==> src/rtl/gbr_pkg.sv <==
package gbr_pkg;

  localparam int DATA_W = 32;

  typedef enum logic {
    OP_REVERSE = 1'b0,
    OP_ORCOMB  = 1'b1
  } gbrOp_e;

  // strobes from control to datapath; width of stageEn fixed by DATA_W
  typedef struct packed {
    logic [$clog2(DATA_W)-1:0] stageEn;
    logic                      orMode;
    logic                      load;
  } gbrStrobe_t;

endpackage

==> src/rtl/gbr_ctrl.sv <==
module gbr_ctrl
  import gbr_pkg::*;
#(
  parameter int DATA_W = gbr_pkg::DATA_W
) (
  input  logic                      inValid,
  input  logic                      opSel,
  input  logic [$clog2(DATA_W)-1:0] ctrlAmt,
  output gbrStrobe_t                strobe
);

  gbrOp_e opKind;

  always_comb begin
    opKind         = gbrOp_e'(opSel);
    strobe.stageEn = ctrlAmt;
    strobe.orMode  = (opKind == OP_ORCOMB);
    strobe.load    = inValid;
  end

endmodule

==> src/rtl/gbr_datapath.sv <==
module gbr_datapath
  import gbr_pkg::*;
#(
  parameter int DATA_W  = gbr_pkg::DATA_W,
  parameter bit REG_OUT = 1'b1
) (
  input  logic              clk,
  input  logic              rstN,
  input  gbrStrobe_t        strobe,
  input  logic [DATA_W-1:0] operand,
  output logic [DATA_W-1:0] result,
  output logic              outValid
);

  localparam int STAGE_N = $clog2(DATA_W);

  // bit i belongs to the lower group of its pair at level s when bit s of i is 0
  function automatic logic [DATA_W-1:0] lowMask(input int s);
    logic [DATA_W-1:0] m;
    for (int i = 0; i < DATA_W; i++) m[i] = ((i >> s) & 1) == 0;
    return m;
  endfunction

  logic [DATA_W-1:0] stageVal [STAGE_N+1];
  logic [DATA_W-1:0] netOut;

  assign stageVal[0] = operand;

  for (genvar s = 0; s < STAGE_N; s++) begin : gLevel
    localparam int                SHIFT = 1 << s;
    localparam logic [DATA_W-1:0] LO    = lowMask(s);
    localparam logic [DATA_W-1:0] HI    = ~LO;
    logic [DATA_W-1:0] swapped;
    assign swapped = ((stageVal[s] & LO) << SHIFT) | ((stageVal[s] & HI) >> SHIFT);
    assign stageVal[s+1] = !strobe.stageEn[s] ? stageVal[s]
                         : strobe.orMode      ? (stageVal[s] | swapped)
                         :                      swapped;
  end

  assign netOut = stageVal[STAGE_N];


  always_comb begin
    if (rstN && strobe.stageEn == '0) begin
      passthru_chk: assert (netOut == operand);
    end
  end

  if (REG_OUT) begin : gReg
    always_ff @(posedge clk) begin
      if (!rstN) begin
        result   <= '0;
        outValid <= 1'b0;
      end else begin
        outValid <= strobe.load;
        if (strobe.load) result <= netOut;
      end
    end


    hold_chk: assert property (@(posedge clk) disable iff (!rstN)
      !strobe.load |=> $stable(result));

    valid_rise_chk: assert property (@(posedge clk) disable iff (!rstN)
      strobe.load |=> outValid);

    valid_low_chk: assert property (@(posedge clk) disable iff (!rstN)
      !strobe.load |=> !outValid);

    rev_popcount_chk: assert property (@(posedge clk) disable iff (!rstN)
      (strobe.load && !strobe.orMode) |=> ($countones(result) == $countones($past(operand))));

    orc_superset_chk: assert property (@(posedge clk) disable iff (!rstN)
      (strobe.load && strobe.orMode) |=> ((result & $past(operand)) == $past(operand)));
  end else begin : gComb
    assign result   = netOut;
    assign outValid = strobe.load;
  end

endmodule

==> src/rtl/gbr_unit.sv <==
module gbr_unit
  import gbr_pkg::*;
#(
  parameter int DATA_W  = gbr_pkg::DATA_W,
  parameter bit REG_OUT = 1'b1
) (
  input  logic              clk,
  input  logic              rstN,
  input  logic              inValid,
  input  logic              opSel,
  input  logic [DATA_W-1:0] operandA,
  input  logic [DATA_W-1:0] operandB,
  output logic [DATA_W-1:0] result,
  output logic              outValid
);

  localparam int CTRL_W = $clog2(DATA_W);

  gbrStrobe_t strobe;

  gbr_ctrl #(.DATA_W(DATA_W)) uCtrl (
    .inValid (inValid),
    .opSel   (opSel),
    .ctrlAmt (operandB[CTRL_W-1:0]),
    .strobe  (strobe)
  );

  gbr_datapath #(.DATA_W(DATA_W), .REG_OUT(REG_OUT)) uPath (
    .clk      (clk),
    .rstN     (rstN),
    .strobe   (strobe),
    .operand  (operandA),
    .result   (result),
    .outValid (outValid)
  );

  // the network sees exactly the low control bits of operandB
  ctrl_slice_chk: assert property (@(posedge clk) disable iff (!rstN)
    strobe.stageEn == operandB[CTRL_W-1:0]);

endmodule

==> config.mk <==
export PLATFORM = sky130hd
export DESIGN_NAME = gbr_unit
export DESIGN_NICKNAME = d
export VERILOG_FILES = /design/src/rtl/gbr_pkg.sv /design/src/rtl/gbr_ctrl.sv /design/src/rtl/gbr_datapath.sv /design/src/rtl/gbr_unit.sv
export SDC_FILE = /design/constraint.sdc
export NUM_CORES = 1
export LEC_CHECK = 0
export ABC_AREA = 1
export BUFFER_PORTS_ARGS = -buffer_cell sky130_fd_sc_hd__buf_2
export CAP_MARGIN = 0
export CORE_ASPECT_RATIO = 1.2
export CORE_MARGIN = 4
export CORE_UTILIZATION = 27
export CTS_CLUSTER_SIZE = 10
export DETAILED_ROUTE_END_ITERATION = 7
export MAX_ROUTING_LAYER = met4
export PLACE_DENSITY_LB_ADDON = 0.15
export RECOVER_POWER = 25
export SETUP_SLACK_MARGIN = 0.05
export SYNTH_ARGS = -nofsm -noshare
export SYNTH_HDL_FRONTEND = slang
export SYNTH_HIERARCHICAL = 1
export SYNTH_SLANG_ARGS = --single-unit
==> constraint.sdc <==
create_clock -name clk -period 3.34 [get_ports clk]
set_input_delay 0.334 -clock clk [delete_from_list [all_inputs] [get_ports clk]]
set_output_delay 0.334 -clock clk [all_outputs]
set_load 0.1 [all_outputs]
==> impl_results.md <==
* Total Nets Final at 801
* Largest delay contributor family on the critical path: simple AND/OR/NAND/NOR gates
* Type of the worst setup path: input pin to flop
* Final max-slew violation count at 45
* Switching Fraction at about 44%
* Maximum root-to-sink buffer count at 2
* Fill count at roughly 1500
* Routed Antenna Nets at 0
* Data required time at the worst endpoint at roughly 3.5 ns
* Largest net degree at the start of global routing at 45
* Number of inserted diodes at 0
* Setup tns final at 0 ns
* TritonCTS buffer count at 5
* Worst Max-Slew Pin Slew at roughly 1.8 ns
* Via count of the routed design at roughly 3900
* Total setup violations reported at the end of the flow at 0
* Portion of the post-synthesis area used by sequential elements at approximately 20%
* Share of layout cells above drive strength 1 at a little under a tenth
* Cell Chain, Critical Path: buf_2 > nand2_1 > nand2_1 > nand2_1 > nand2_1 > nand2_1 > nand2_1 > nand3_1 > nand2_1 > inv_1
* CP max-delay cell: sky130_fd_sc_hd__nand2_1
* Post-CTS resize count at 0
* Wire length per cell at approximately 11 um
* Number of hold-repair buffers added at the cts stage at 0
* Kind of end point of the critical path: flop
* Clock latency of the later-clocked register in the worst-skew pair at 0.27 ns
* Final hold violation count at 0
* Number of antenna violations at the first check in global routing at 0
* Post-Synthesis Cells at roughly 700
* Warnings, synthesis at 6
* Global placer's final weighted congestion at around 0.85
* Period utilization at roughly two thirds
* Routed vias/inst at about 4.3
* Synthesis-stage register bit count at 33
* Setup fix buffers added after clock tree synthesis at 0
* Pwr dens at ~460 nW/um2
* Number of buffers inserted by port buffering at 73
* Initial DRC Count at approximately 240
* Sequential fraction of design power at between 20% and 30%
* Kind of start point of the critical path: input pin
* Area grow syn2layout at 12.83%
* Height of the chip at approximately 130 um
* Slack of the worst reg-to-reg path at approximately 2.6 ns
* Max-Slew Margin vs Limit at -21.83%
* Root buffer selected by CTS: sky130_fd_sc_hd__clkbuf_16
* Final cell count without fillers at 895
* Overflow left after global routing at 0
* Via count of the first global-routing pass at 3296
* Peak per-stage delay on the critical path at about 0.65 ns
* Overall track demand over capacity in global routing at between 10% and 20%
* Arrival time at the worst endpoint at about 2.3 ns
* Residual DRC at 0
* Combinational cell fraction of total power at 44.3%
* CTS tree: yes
* Half-perimeter wire length after placement at about 7700 um
* Area taken by flip-flops and latches at 660.6 um2
* Clock Skews at 0 ns
* Synth Net Count at 770
* Mapped cell area at ~3300 um2
* Sw power at around 770 uW
* Type of the worst min-delay path: input pin to flop
* Placed instance count at approximately 890
* Horiz. Die Dim at about 110 um
* Clk sink count at 33
* Multi-input logic area at ~2200 um2
* Number of rows created at floorplan at between 40 and 50
* Clock period minus final worst setup slack at approximately 2.2 ns
* Effective utilization at floorplan at between 20 and 30%
* Maxcap violations at 1
* Clock-pin slew on the worst setup and hold paths at 0.05 ns
* P_leak at roughly 2.5 nW
* Buf+Inv Stages, Crit Path at 2
* Post-synthesis average cell area at 4.766 um2
* Area of the die at 14240 um2
* CTS H-tree lvls at 2
* Max Fanout on Critical Path at 33
* Core Region at approximately 12000 um2
* Status: finished, violations left
* Cell-internal power at around 970 uW
* Total wirelength of the detailed-routed design at between 9000 and 10000 um
* Number of distinct standard cells referenced by the synthesized netlist at 12
* Relative contribution of the clock network to total power at a little under a third
* Failing checks: max-capacitance violations, max-slew violations
* Unrepaired setup endpoints after global routing: no
* Achievable frequency at about 460 MHz
* Number of search-and-repair iterations in the first detailed-routing pass at 5
* Peak supply drop at approximately 0.00021 V
* Cell mode on critical path: sky130_fd_sc_hd__nand2_1
* I/O pin count at approximately 100
* Global-route wire length before repair at about 16000 um
## tightest hold or removal path, stage by stage
cell and delay, ns:
sky130_fd_sc_hd__buf_2 0.09, sky130_fd_sc_hd__nand2_1 0.05, sky130_fd_sc_hd__inv_1 0.04
## registers in the layout (all words and copies together) (netlist names)
register,count
uPath/result,32
uPath/outValid,1
## layer usage
layer | up-vias | track usage, % | share of wire (%)
li1 | 2117 | - | -
met1 | 1630 | 19.62 | 49
met2 | 93 | 22.75 | 45
met3 | 11 | 1.435 | 4.6
met4 | 0 | 3.742 | 1.4
met5 | - | - | 0
## placed cells by master, fill, tap and decap left out
cell type	instances
sky130_fd_sc_hd__inv_2	1
sky130_fd_sc_hd__clkbuf_1	17
sky130_fd_sc_hd__clkbuf_16	5
sky130_fd_sc_hd__bufinv_16	1
sky130_fd_sc_hd__nand2_8	1
sky130_fd_sc_hd__buf_2	57
sky130_fd_sc_hd__clkbuf_8	1
sky130_fd_sc_hd__nand2_1	485
sky130_fd_sc_hd__dfxtp_1	33
sky130_fd_sc_hd__nand3_1	32
sky130_fd_sc_hd__inv_1	34
sky130_fd_sc_hd__buf_4	3
sky130_fd_sc_hd__nor2_1	64
## synthesized netlist by cell type (all sizes together)
cell | n | area (um2)
dfxtp | 33 | 660.6
nor2 | 64 | 240.2
nand3 | 32 | 160.2
clkbuf | 12 | 45.04
nand2 | 486 | 1841
buf | 40 | 267.8
inv | 35 | 131.4
## metrics by stage
| stage | power [mW] | instance area [um2] | utilization [%] | worst slack, ns | hold slack (ns) |
|---|---|---|---|---|---|
| 2_1_floorplan | 1.100 | 3346 | - | 1.857 | 0.4316 |
| 3_3_place_gp | 1.229 | 3622 | 29.91 | 0.9516 | 0.5323 |
| 3_5_place_dp | 1.236 | 3622 | 29.91 | 0.9020 | 0.5372 |
| 4_1_cts | 1.774 | 3795 | 31.33 | 1.172 | 0.2605 |
| 5_1_grt | 1.880 | 3775 | 31.17 | 0.8571 | 0.2829 |
| 6_report | 1.747 | 3775 | 31.17 | 1.164 | 0.2656 |
## logic make-up after synthesis
kind of cell  count (synthesis)  synth area share, %
buf+inv                      87                13.28
flops                        33                19.75
simple gates                582                66.98
## layout make-up
class	count	area share, %
tap	161	5.336
clock inverter	1	0.7955
sequential	33	17.50
timing repair buffer	76	9.745
clock buffer	7	3.779
multi-input combinational	582	59.36
inverter	35	3.480
## final timing paths
kind	from	end	cells after the start
setup / recovery	operandB[2]	uPath/result[25]$_SDFFE_PN0P_	10
hold / removal	rstN	uPath/outValid$_SDFF_PN0_	3
setup reg to reg	uPath/result[20]$_SDFFE_PN0P_	uPath/result[20]$_SDFFE_PN0P_	4
hold reg to reg	uPath/result[10]$_SDFFE_PN0P_	uPath/result[10]$_SDFFE_PN0P_	4
## power groups by stage
stage               Sequential (mW)  Combinational (mW)  Clock (mW)
floorplan                     0.718               0.381           0
global placement              0.456               0.774           0
detailed placement            0.457               0.779           0
CTS                           0.449               0.782       0.544
global route                  0.454               0.862       0.564
finish                        0.449               0.773       0.525
No activity file was read; power rests on OpenSTA's default activity.
